`src/rtl/ssp_pkg.sv`:
```
package ssp_pkg;
  localparam int TONE_W = 4;
  localparam int ATT_W  = 4;
  localparam int DET_W  = 2;
  localparam int MODE_W = 3;
  localparam int CTRL_W = TONE_W + ATT_W + DET_W + 1 + MODE_W;

  typedef enum logic [MODE_W-1:0] {
    MODE_RX      = 3'd0,
    MODE_TONE_TX = 3'd1,
    MODE_SINGLE  = 3'd2,
    MODE_SLEEP_A = 3'd3,
    MODE_SLEEP_B = 3'd4,
    MODE_LOOP    = 3'd5
  } op_mode_e;

  // first-sent bit lands in the MSB (tone), last-sent in the LSB (mode)
  typedef struct packed {
    logic [TONE_W-1:0] tone;
    logic [ATT_W-1:0]  atten;
    logic [DET_W-1:0]  det;
    logic              sq;
    logic [MODE_W-1:0] mode;
  } ctrl_word_t;

  function automatic logic [MODE_W-1:0] legal_mode(input logic [MODE_W-1:0] m);
    legal_mode = (m > MODE_LOOP) ? MODE_RX : m;
  endfunction
endpackage

```
`src/rtl/ssp_sync.sv`:
```
module ssp_sync #(
  parameter int WIDTH  = 4,
  parameter int STAGES = 2
) (
  input  logic             clk,
  input  logic             rst,
  input  logic [WIDTH-1:0] d_i,
  output logic [WIDTH-1:0] q_o
);
  logic [STAGES-1:0] chain [WIDTH];

  for (genvar g = 0; g < WIDTH; g++) begin : g_bit
    always_ff @(posedge clk) begin
      if (rst) chain[g] <= '0;
      else     chain[g] <= {chain[g][STAGES-2:0], d_i[g]};
    end
    assign q_o[g] = chain[g][STAGES-1];
  end
endmodule

```
`src/rtl/ssp_wr_path.sv`:
```
module ssp_wr_path
  import ssp_pkg::*;
(
  input  logic       clk,
  input  logic       rst,
  input  logic       shift_i,
  input  logic       bit_i,
  input  logic       commit_i,
  output ctrl_word_t shadow_o,
  output ctrl_word_t active_o
);
  logic [CTRL_W-1:0] shadow_q;
  ctrl_word_t        active_q;
  ctrl_word_t        shadow_s;

  assign shadow_s = ctrl_word_t'(shadow_q);

  always_ff @(posedge clk) begin
    if (rst)          shadow_q <= '0;
    else if (shift_i) shadow_q <= {shadow_q[CTRL_W-2:0], bit_i};
  end

  always_ff @(posedge clk) begin
    if (rst) begin
      active_q <= '0;
    end else if (commit_i) begin
      active_q      <= shadow_s;
      active_q.mode <= legal_mode(shadow_s.mode);
    end
  end

  assign shadow_o = shadow_s;
  assign active_o = active_q;
endmodule

```
`src/rtl/ssp_rd_path.sv`:
```
module ssp_rd_path #(
  parameter int DIG_W = 4
) (
  input  logic             clk,
  input  logic             rst,
  input  logic             rd_sel_i,
  input  logic             capture_i,
  input  logic             shift_i,
  input  logic [DIG_W-1:0] digit_i,
  output logic             dout_o,
  output logic             oe_o
);
  localparam int IDX_W = (DIG_W > 1) ? $clog2(DIG_W) : 1;
  localparam logic [IDX_W-1:0] LAST = IDX_W'(DIG_W - 1);

  logic [DIG_W-1:0] stat_q;
  logic [IDX_W-1:0] idx_q;
  logic             dout_q, oe_q;

  always_ff @(posedge clk) begin
    if (rst || !rd_sel_i) begin
      stat_q <= '0;
      idx_q  <= '0;
      dout_q <= 1'b0;
      oe_q   <= 1'b0;
    end else if (capture_i) begin
      stat_q <= digit_i;
      idx_q  <= '0;
      dout_q <= digit_i[0];
      oe_q   <= 1'b1;
    end else if (shift_i && oe_q && idx_q != LAST) begin
      idx_q  <= idx_q + 1'b1;
      dout_q <= stat_q[idx_q + 1'b1];
    end
  end

  assign dout_o = dout_q;
  assign oe_o   = oe_q;
endmodule

```
`src/rtl/ctrl_serial_port.sv`:
```
module ctrl_serial_port
  import ssp_pkg::*;
#(
  parameter int DIG_W       = 4,
  parameter int SYNC_STAGES = 2
) (
  input  logic              clk,
  input  logic              rst,
  input  logic              ser_clk_i,
  input  logic              ser_en_i,
  input  logic              ser_dir_i,
  input  logic              ser_data_i,
  input  logic [DIG_W-1:0]  digit_i,
  output logic              ser_data_o,
  output logic              ser_data_oe,
  output logic [MODE_W-1:0] mode_o,
  output logic              squelch_o,
  output logic [DET_W-1:0]  det_time_o,
  output logic [ATT_W-1:0]  atten_o,
  output logic [TONE_W-1:0] tone_o
);
  logic [3:0] sync_q;
  logic       clk_s, en_s, dir_s, dat_s;
  logic       clk_d, en_d;
  logic       clk_rise, en_rise;
  ctrl_word_t shadow, active;

  ssp_sync #(.WIDTH(4), .STAGES(SYNC_STAGES)) u_sync (
    .clk (clk),
    .rst (rst),
    .d_i ({ser_clk_i, ser_en_i, ser_dir_i, ser_data_i}),
    .q_o (sync_q)
  );
  assign {clk_s, en_s, dir_s, dat_s} = sync_q;

  always_ff @(posedge clk) begin
    if (rst) begin
      clk_d <= 1'b0;
      en_d  <= 1'b0;
    end else begin
      clk_d <= clk_s;
      en_d  <= en_s;
    end
  end
  assign clk_rise = clk_s & ~clk_d;
  assign en_rise  = en_s & ~en_d;

  ssp_wr_path u_wr (
    .clk      (clk),
    .rst      (rst),
    .shift_i  (clk_rise & ~dir_s),
    .bit_i    (dat_s),
    .commit_i (en_s & ~dir_s),
    .shadow_o (shadow),
    .active_o (active)
  );

  ssp_rd_path #(.DIG_W(DIG_W)) u_rd (
    .clk       (clk),
    .rst       (rst),
    .rd_sel_i  (dir_s),
    .capture_i (en_rise),
    .shift_i   (clk_rise),
    .digit_i   (digit_i),
    .dout_o    (ser_data_o),
    .oe_o      (ser_data_oe)
  );

  assign mode_o     = active.mode;
  assign squelch_o  = active.sq;
  assign det_time_o = active.det;
  assign atten_o    = active.atten;
  assign tone_o     = active.tone;
endmodule

```
`config.mk`:
```
export PLATFORM = sky130hd
export DESIGN_NAME = ctrl_serial_port
export DESIGN_NICKNAME = d
export VERILOG_FILES = /design/src/rtl/ssp_pkg.sv /design/src/rtl/ssp_sync.sv /design/src/rtl/ssp_wr_path.sv /design/src/rtl/ssp_rd_path.sv /design/src/rtl/ctrl_serial_port.sv
export SDC_FILE = /design/constraint.sdc
export NUM_CORES = 1
export LEC_CHECK = 0
export CAP_MARGIN = 20
export CORE_ASPECT_RATIO = 2
export CORE_MARGIN = 2
export CORE_UTILIZATION = 40
export CTS_CLUSTER_SIZE = 12
export DETAILED_ROUTE_END_ITERATION = 10
export HOLD_SLACK_MARGIN = 0.1
export PLACE_DENSITY_LB_ADDON = 0.08
export SLEW_MARGIN = 20
export SYNTH_ARGS = -nofsm -noshare
export SYNTH_HDL_FRONTEND = slang
export SYNTH_SLANG_ARGS = --single-unit
```
`constraint.sdc`:
```
create_clock -name clk -period 1.2 [get_ports clk]
set_input_delay 0.24 -clock clk [delete_from_list [all_inputs] [get_ports clk]]
set_output_delay 0.24 -clock clk [all_outputs]
set_load 0.03 [all_outputs]
```
* Word level (Yosys, flattened, before mapping)
Memories as Yosys holds them, arrays and structs flattened. Index checks and enable logic that the tools add are counted.
Storage, ports and cells: bits in registers 38, RAM bits 8, input bits 10, word-level logic and storage cells 46, memories kept 1
Memories:
- u_sync.chain | depth 4, width 2, read ports 4, clocked after Yosys merged registers in 0, wr ports 4, line ssp_sync.sv:10 | logic [STAGES-1:0] chain [WIDTH];
Operators by class: add/subtract/negate cells 1, magnitude comparators 2, eq/ne operators 1, muxes and demuxes 12, bitwise logic cells 11, reduce and logical (&&, ||, !) cells 6
Operators by type and width (count):
- two-way mux 2 bit | 4
- two-way mux 1 bit | 6
- bitwise AND 1 bit | 4
- OR 1 bit | 4
- greater-than comparator 3 bit (second input constant) | 1
- < comparator 2 x 3 -> 1 bit (second input constant) | 1
- two-way mux 3 bit | 1
- inverter 1 bit | 3
- adder 2 x 1 -> 2 bit (second input constant) | 1
- binary-select mux 1 bit (select 2 bit) | 1
- logical AND 1 bit | 2
- inequality test 2 bit (second input constant) | 1
- nonzero test 2 bit | 1
- OR reduction 2 bit | 1
- logical NOT 1 bit | 1
- logical OR 1 bit | 1

* Logic depth before layout (Yosys ltp)
Gate-level depths: netlist of the first run.
word-level depth 6, gate-level depth with buffers 5

* Hierarchy
From an unflattened synthesis of the first run, not the netlist that was laid out.
Second synthesis, totals: cells, all modules 155, area, all modules 1714.1 sq um
By module, submodules not included:
- ssp_wr_path | instances 1, cells an instance 95, area an instance 1047.3 sq um
- ssp_rd_path | instances 1, cells an instance 32, area an instance 342.8 sq um
- ssp_sync | instances 1, cells an instance 20, area an instance 240.2 sq um
- ctrl_serial_port | instances 1, cells an instance 8, area an instance 83.8 sq um

* Least setup slack after synthesis of the first run
OpenSTA, ideal clock, no wires.
kind register to register, start register u_rd.idx_q[0], end register u_rd.dout_q, in the netlist u_rd.dout_o, library setup time 0.130 ns, arrival 1.105 ns, data required time 1.070 ns, setup slack -0.034 ns, cell stages (with the launch flop) 5, cell sequence dfxtp_1 ha_1 mux4_2 mux2i_1 a211oi_1
Between the ends: cells in the longest elaborated chain, start to end 5
RTL lines:
- start: declaration | line ssp_rd_path.sv:17 | logic [IDX_W-1:0] idx_q;
- start signal: assignment | line ssp_rd_path.sv:32 | idx_q <= idx_q + 1'b1;
- adder 2 x 1 -> 2 bit | line ssp_rd_path.sv:33 | dout_q <= stat_q[idx_q + 1'b1];
- binary-select mux 1 bit (select 2 bit) | line ssp_rd_path.sv:33
- two-way mux 1 bit (implied by the code) | line ssp_rd_path.sv:33
- two-way mux 1 bit | line ssp_rd_path.sv:31 | end else if (shift_i && oe_q && idx_q != LAST) begin
- two-way mux 1 bit | line ssp_rd_path.sv:26 | end else if (capture_i) begin
- end signal: assignment | line ssp_rd_path.sv:29 | dout_q <= digit_i[0];
- end signal: assignment | line ssp_rd_path.sv:33
- end: declaration | line ssp_rd_path.sv:18 | logic dout_q, oe_q;
Parallel ways exist; a longest one is shown, timed or not. The select of a mux whose other input is x is not followed. A chain may end at the register's enable or synchronous reset.

* Worst setup path after layout of the first run
Ends and elaborated chain as after synthesis.

==> flow_metrics.env, run 1 <==
export IMPL_clockRootBuffer="clkbuf_8"
export IMPL_r2r_end="u_rd.dout_o"
export IMPL_fp_dieH_um=93.8
export IMPL_n_antenna_cell=0
export IMPL_routed_wl_um=3470
export IMPL_worstSetupStartpointType="flop"
export IMPL_grt_overflow=0
export IMPL_vias_per_cell=4.86
export IMPL_fill_cells=376
export IMPL_gp_congestion=0.724
export IMPL_portBuffers=25
export IMPL_fin_crit_sh_pct=106
export IMPL_numCtsBuffers=5
export IMPL_p_seq_share_pct=59.1
export IMPL_fp_dieW_um=48.9
export IMPL_ys_seq_area_share_pct=57.1
export IMPL_critPathMaxFanout=3
export IMPL_min_period_ps=1270
export IMPL_arrival_ps=1440
export IMPL_r2r_cells=4
export IMPL_hold_buffers=0
export IMPL_clk_pin_slew_ps=80
export IMPL_seqCellArea_um2=925
export IMPL_yosysWarningCount=0
export IMPL_p_clk_share_pct=35.9
export IMPL_synth_net_count=194
export IMPL_syn_area_per_cell_um2=8.81
export IMPL_crit_path_end_kind="flop"
export IMPL_p_leak_nw=0.736
export IMPL_grt_util_all_layers_pct=16.1
export IMPL_outcome="complete, but fails checks"
export IMPL_grt_max_degree=26
export IMPL_final_max_slew_viol_count=0
export IMPL_final_nets=227
export IMPL_io_pins=26
export IMPL_ys_types=22
export IMPL_drive_above_1_share_pct=19.8
export IMPL_hold_depth=2
export IMPL_tritoncts="done"
export IMPL_vias=1303
export IMPL_power_density_nw_per_um2=1270
export IMPL_multi_input_area_um2=658
export IMPL_rr_startpoint="u_rd.idx_q[0]"
export IMPL_syn_area_um2=1610
export IMPL_hp_class="flop to flop"
export IMPL_ant_nets=0
export IMPL_rows=32
export IMPL_synth_area_leaders="dfxtp_1, nand2_1, a21oi_1, nor2b_1, mux4_2"
export IMPL_yosys_area_top_type="dfxtp_1"
export IMPL_p_sw_share_pct=21.0
export IMPL_finish_utilization_pct=53.7
export IMPL_tightest_slew_ps=301
export IMPL_relSlewSlack_pct=80.0
export IMPL_synth_cells=183
export IMPL_detail_route_wl_per_cell_um=12.9
export IMPL_finalWorstSetupSlack_ps=-73.4
export IMPL_drt_initial_drc_count=29
export IMPL_die_area_um2=4580
export IMPL_fmaxAchievable_mhz=785
export IMPL_rsz0062_at_grt="yes"
export IMPL_initial_utilization_pct=41.9
export IMPL_clk_latency_ps=290
export IMPL_rrSetupSlack_ps=-70
export IMPL_combPwrFrac_pct=5.1
export IMPL_synth_top_area_share_pct=57.1
export IMPL_final_hold_viol_count=0
export IMPL_worstHoldStart="u_sync.chain[0][1]"
export IMPL_dp_hpwl_um=2400
export IMPL_first_pass_iters=3
export IMPL_crit_required_ps=1370
export IMPL_hold_ws_ps=434
export IMPL_ys_seq_elements=46
export IMPL_skew_ps=2.20
export IMPL_core_area_um2=3840
export IMPL_p_switching_mw=0.551
export IMPL_cts_max_level=2
export IMPL_cts_sinks=46
export IMPL_cts_setup_buffers=0
export IMPL_setup_viol=1
export IMPL_violations="negative setup slack"
export IMPL_areaGrowthSynthToFinish_pct=28.2
export IMPL_max_cap_violations=0
export IMPL_grt_pass1_vias=1248
export IMPL_drc=0
export IMPL_path_class="flop to flop"
export IMPL_antenna_found_initial=0
export IMPL_grt_pass1_wl_um=5600
export IMPL_power_internal_mw=2.07
export IMPL_peakVddDrop_uv=982
export IMPL_clockBufferDepth=2
export IMPL_holdPathEnd="u_wr.shadow_o[0]"
worst max-delay path: stages, from the launching register on:
cell,delay (ps)
dfxtp_2,350
ha_4,270
mux4_2,290
mux2i_1,140
a211oi_1,90
power groups by stage:
stage	combinational (mW)	clock [mW]	sequential [mW]
final	0.133	0.940	1.55
after global routing	0.143	1.04	1.55
after CTS	0.121	0.989	1.55
after detailed placement	0.121	0	1.58
after global placement	0.119	0	1.58
after floorplan	0.0628	0	1.58
Yosys cell counts, drive strengths merged:
master and instances:
mux4 1, a211oi 1, xnor2 1, clkbuf 3, nor2 3, nand3 1
mux2i 2, ha 1, and4bb 1, buf 8, dfxtp 46, nor3b 1
or3b 1, nor2b 12, nand3b 2, nand2b 3, nand2 62, nor3 2
a21oi 32
state kept, by name, indices dropped and copies added (netlist names):
signal / flops
u_wr.active_o: 14
u_wr.shadow_o: 14
u_sync.chain: 8
u_rd.stat_q: 4
u_rd.idx_q: 2
clk_d: 1
en_d: 1
u_rd.dout_o: 1
u_rd.oe_o: 1
cells in the final DEF, fill, tap and decap left out, drive strengths merged, types with 2 or more instances in the layout:
cell type      instances
nor2                   3
nor2b                 12
buf                   28
clkbuf                 7
a21oi                 32
nand2b                 3
clkdlybuf4s50          9
dfxtp                 46
mux2i                  2
nand2                 62
nor3                   2
nand3b                 2
repair_timing:
| item | 4_1_cts | 5_1_grt |
|---|---|---|
| setup endpoints to repair | 2 | 20 |
| pin swaps | 1 | 0 |
| gates resized for setup | 0 | 12 |
| cloned | 0 | 2 |
per-layer routing:
| layer | vias up | track usage, % | wire [µm] |
|---|---|---|---|
| met4 | 0 | 7.38 | 66 |
| met2 | 18 | 32.3 | 2000 |
| li1 | 655 | - | - |
| met1 | 624 | 14.6 | 1300 |
| met3 | 6 | 3.50 | 101 |
| met5 | - | 0 | 0 |
worst max-delay path by stage:
| stage | from | endpoint | cells past startpoint |
|---|---|---|---|
| after global placement | rst | u_rd.idx_q[0] | 3 |
| after CTS | u_rd.idx_q[0] | u_rd.dout_o | 4 |
| after global routing | u_rd.idx_q[0] | u_rd.dout_o | 4 |
| after detailed placement | rst | u_rd.dout_o | 3 |
| final | u_rd.idx_q[0] | u_rd.dout_o | 4 |
| after floorplan | u_rd.idx_q[0] | u_rd.dout_o | 4 |
layout make-up:
| class | instances | area share [%] |
|---|---|---|
| Sequential cell | 46 | 44.8 |
| Clock inverter | 1 | 0.242 |
| Clock buffer | 7 | 4.18 |
| Multi-Input combinational cell | 126 | 31.9 |
| Timing Repair Buffer | 37 | 15.9 |
| Tap cell | 51 | 3.09 |
through the flow:
| step | cells | instance area, µm² | setup slack (ps) | setup TNS [ps] | total power, mW |
|---|---|---|---|---|---|
| 2_1_floorplan | 183 | 1630 | 12.7 | 0 | 1.65 |
| 3_3_place_gp | 258 | 1930 | -77.6 | -608 | 1.70 |
| 3_5_place_dp | 258 | 1930 | -95.8 | -1310 | 1.70 |
| 4_1_cts | 266 | 2020 | -76.8 | -110 | 2.66 |
| 5_1_grt | 268 | 2070 | -133 | -259 | 2.74 |
| 6_report | 268 | 2070 | -73.4 | -73.4 | 2.62 |
cell families (layout without fill, tap and decap cells):
| group | Yosys count | after routing | synth area share [%] |
|---|---|---|---|
| fa+ha+maj | 1 | 1 | 0.776 |
| compound gates | 33 | 33 | 10.4 |
| flops | 46 | 46 | 57.1 |
| simple gates | 88 | 88 | 24.9 |
| buf+inv | 11 | 45 | 3.57 |
| xor+xnor | 1 | 1 | 0.544 |
| mux | 3 | 3 | 2.64 |
(Power assumes the default switching activity.)
==> inputs of run 2 (changes only) <==
--- a/config.mk
+++ b/config.mk
@@ -16,4 +16,5 @@
 export SLEW_MARGIN = 20
 export SYNTH_ARGS = -nofsm -noshare
 export SYNTH_HDL_FRONTEND = slang
+export SYNTH_HIERARCHICAL = 1
 export SYNTH_SLANG_ARGS = --single-unit
==> run 2 against run 1 <==
  * The run now ends clean
  * Core utilization shrank 2.9 points
  * Global-route usage shrank 3.2 points
  * Combinational power is essentially flat
  * Power grew 6.5%
  * Setup slack gained 96 ps
  * Sequential share of layout area shrank 0.27 points
  * Non-clock buffer count shrank 6
  * Final cell count shrank 13%
  * Synthesized area grew 6.4%
  * Design area grew 0.61%
  * Critical endpoint is now u_rd/dout_o
  * Clock power grew 19%
==> flow_metrics.env, run 2 <==
export IMPL_outcome="finished clean"
export IMPL_peakVddDrop_uv=851
export IMPL_synth_top_area_share_pct=53.7
export IMPL_critPathMaxFanout=3
export IMPL_ys_seq_area_share_pct=53.7
export IMPL_ys_seq_elements=46
export IMPL_syn_area_um2=1710
export IMPL_netlist_top_cells_count="dfxtp_1, nor2_1, mux2i_1"
export IMPL_routed_wl_um=2680
export IMPL_core_area_um2=4090
export IMPL_path_cells="ha_4, mux4_2, nand2b_1, a211oi_2"
export IMPL_hp_class="flop to flop"
export IMPL_ctsResizeCount=4
export IMPL_vias=1075
export IMPL_rsz0062_at_grt="yes"
export IMPL_worstSetupStartpointType="flop"
export IMPL_final_cell_mix="dfxtp_1, nor2_1, mux2i_1"
export IMPL_yosysWarningCount=6
export IMPL_drive_above_1_share_pct=22.7
export IMPL_io_pins=26
export IMPL_crit_required_ps=1370
export IMPL_synth_ff_type="dfxtp_1"
export IMPL_rr_startpoint="u_rd/idx_q[0]"
export IMPL_power_density_nw_per_um2=1340
export IMPL_cts_max_level=2
export IMPL_arrival_ps=1350
export IMPL_areaGrowthSynthToFinish_pct=21.2
export IMPL_grt_overflow=0
export IMPL_crit_end="u_rd/dout_o"
export IMPL_first_pass_iters=4
export IMPL_fin_crit_sh_pct=98.1
export IMPL_numCtsBuffers=5
export IMPL_drt_initial_drc_count=16
export IMPL_cts_setup_buffers=0
export IMPL_syn_area_per_cell_um2=11.1
export IMPL_min_period_ps=1180
export IMPL_fp_dieW_um=50.3
export IMPL_yosys_area_top_type="dfxtp_1"
export IMPL_slowest_stage="dfxtp_2"
export IMPL_clk_pin_slew_ps=80
export IMPL_finish_utilization_pct=50.8
export IMPL_fmaxAchievable_mhz=849
export IMPL_portBuffers=25
export IMPL_initial_utilization_pct=41.9
export IMPL_synth_net_count=166
export IMPL_ys_types=22
export IMPL_path_class="flop to flop"
export IMPL_r2r_cells=4
export IMPL_tightest_slew_ps=324
export IMPL_final_common_cell="dfxtp_1"
export IMPL_ant_nets=0
export IMPL_final_hold_viol_count=0
export IMPL_relSlewSlack_pct=78.4
export IMPL_worstSetupPathDepth=4
export IMPL_crit_start="u_rd/idx_q[0]"
export IMPL_critPathBufInv=0
export IMPL_synth_area_leaders="dfxtp_1, mux2i_1, nor2_1, nor2b_1, buf_12"
export IMPL_vias_per_cell=4.61
export IMPL_rrSetupSlack_ps=20
export IMPL_p_leak_nw=0.802
export IMPL_yosysMostFrequentCell="dfxtp_1"
export IMPL_grt_pass1_vias=1091
export IMPL_place_inst=225
export IMPL_clk_latency_ps=290
export IMPL_antenna_found_initial=0
export IMPL_hold_buffers=0
export IMPL_setup_viol=0
export IMPL_gp_congestion=0.700
export IMPL_finalPower_mw=2.79
export IMPL_skew_ps=6.34
export IMPL_layout_cells_non_filler=233
export IMPL_final_nets=191
export IMPL_synthArstFlopShare_pct=0
export IMPL_grt_max_degree=27
export IMPL_die_area_um2=4860
export IMPL_crit_path_end_kind="flop"
export IMPL_slowest_delay_ps=360
export IMPL_drc=0
export IMPL_max_cap_violations=0
export IMPL_cpLargestDelayFamily="flip-flops"
export IMPL_clockBufferDepth=2
export IMPL_fp_dieH_um=96.6
export IMPL_n_antenna_cell=0
export IMPL_synth_edf_count=0
export IMPL_cts_sinks=46
export IMPL_grt_pass1_wl_um=4660
export IMPL_grt_util_all_layers_pct=12.9
export IMPL_rows=33
export IMPL_clockRootBuffer="clkbuf_8"
export IMPL_tritoncts="done"
export IMPL_final_max_slew_viol_count=0
export IMPL_detail_route_wl_per_cell_um=11.5
export IMPL_synth_cells=155
export IMPL_dp_hpwl_um=1830
export IMPL_r2r_end="u_rd/dout_o"
## run 2: changes by cell type after synthesis, moves of 3 or more
cell and change:
mux2i_1 +28, a21oi_1 -28, nand2_1 -61, nand2b_2 +3
buf_4 +3, nor2_1 +28
## run 2: layout make-up
class,instances,area [µm²]
Clock buffer,6,72.6
Clock inverter,2,37.5
Fill cell,403,2010
Multi-Input combinational cell,96,707
Sequential cell,46,925
Tap cell,52,65.1
Timing Repair Buffer,31,272
## run 2: cells by family (layout without fill, tap and decap cells)
logic type	after synthesis	after routing	share of synthesized area (%)
AND/OR/NAND/NOR	58	58	17.5
adder cells (fa/ha/maj)	1	1	0.730
multiplexers	31	31	18.8
buffers and inverters	13	39	6.79
AO/OA/AOI/OAI	5	5	1.90
XOR/XNOR	1	1	0.511
flip-flops	46	46	53.7
## run 2: layer usage
metal	share of wire, %	routed length [µm]	GRT usage (%)	vias to the layer above
met1	42	1130	13.1	500
met4	1.2	33	6.76	0
met3	4.4	118	4.92	2
met5	0	0	0	-
met2	52	1390	22.4	20
li1	-	-	-	553
## run 2: worst min-delay path by stage
stage | from | endpoint | slack (ps) | cells after the start
floorplan | rst | clk_d | 310 | 1
global placement | u_sync/chain[0][0] | u_sync/chain[0][1] | 420 | 1
detailed placement | u_sync/chain[3][0] | u_sync/chain[3][1] | 420 | 1
CTS | u_sync/chain[3][0] | u_sync/chain[3][1] | 440 | 1
global route | u_sync/chain[3][0] | u_sync/chain[3][1] | 460 | 1
finish | u_sync/chain[3][0] | u_sync/chain[3][1] | 440 | 1
## run 2: worst register-to-register path: stages, from the launching register on
cell	delay, ps
dfxtp_2	360
ha_4	270
mux4_2	280
nand2b_1	100
a211oi_2	60
## run 2: through the flow
step	TNS, ps	cell area, µm²	setup WS, ps	hold slack (ps)
finish	0	2080	22.3	439
CTS	0	2070	9.50	441
global route	-52.1	2080	-31.6	456
global placement	-959	1930	-63.2	420
floorplan	0	1710	10.2	312
detailed placement	-1310	1930	-102	420
## run 2: report_power, final
| part | switching [mW] | leakage, nW | internal (mW) |
|---|---|---|---|
| logic | 0.0576 | 0.377 | 0.0719 |
| registers | 0.00664 | 0.374 | 1.54 |
| clock network | 0.494 | 0.0514 | 0.621 |
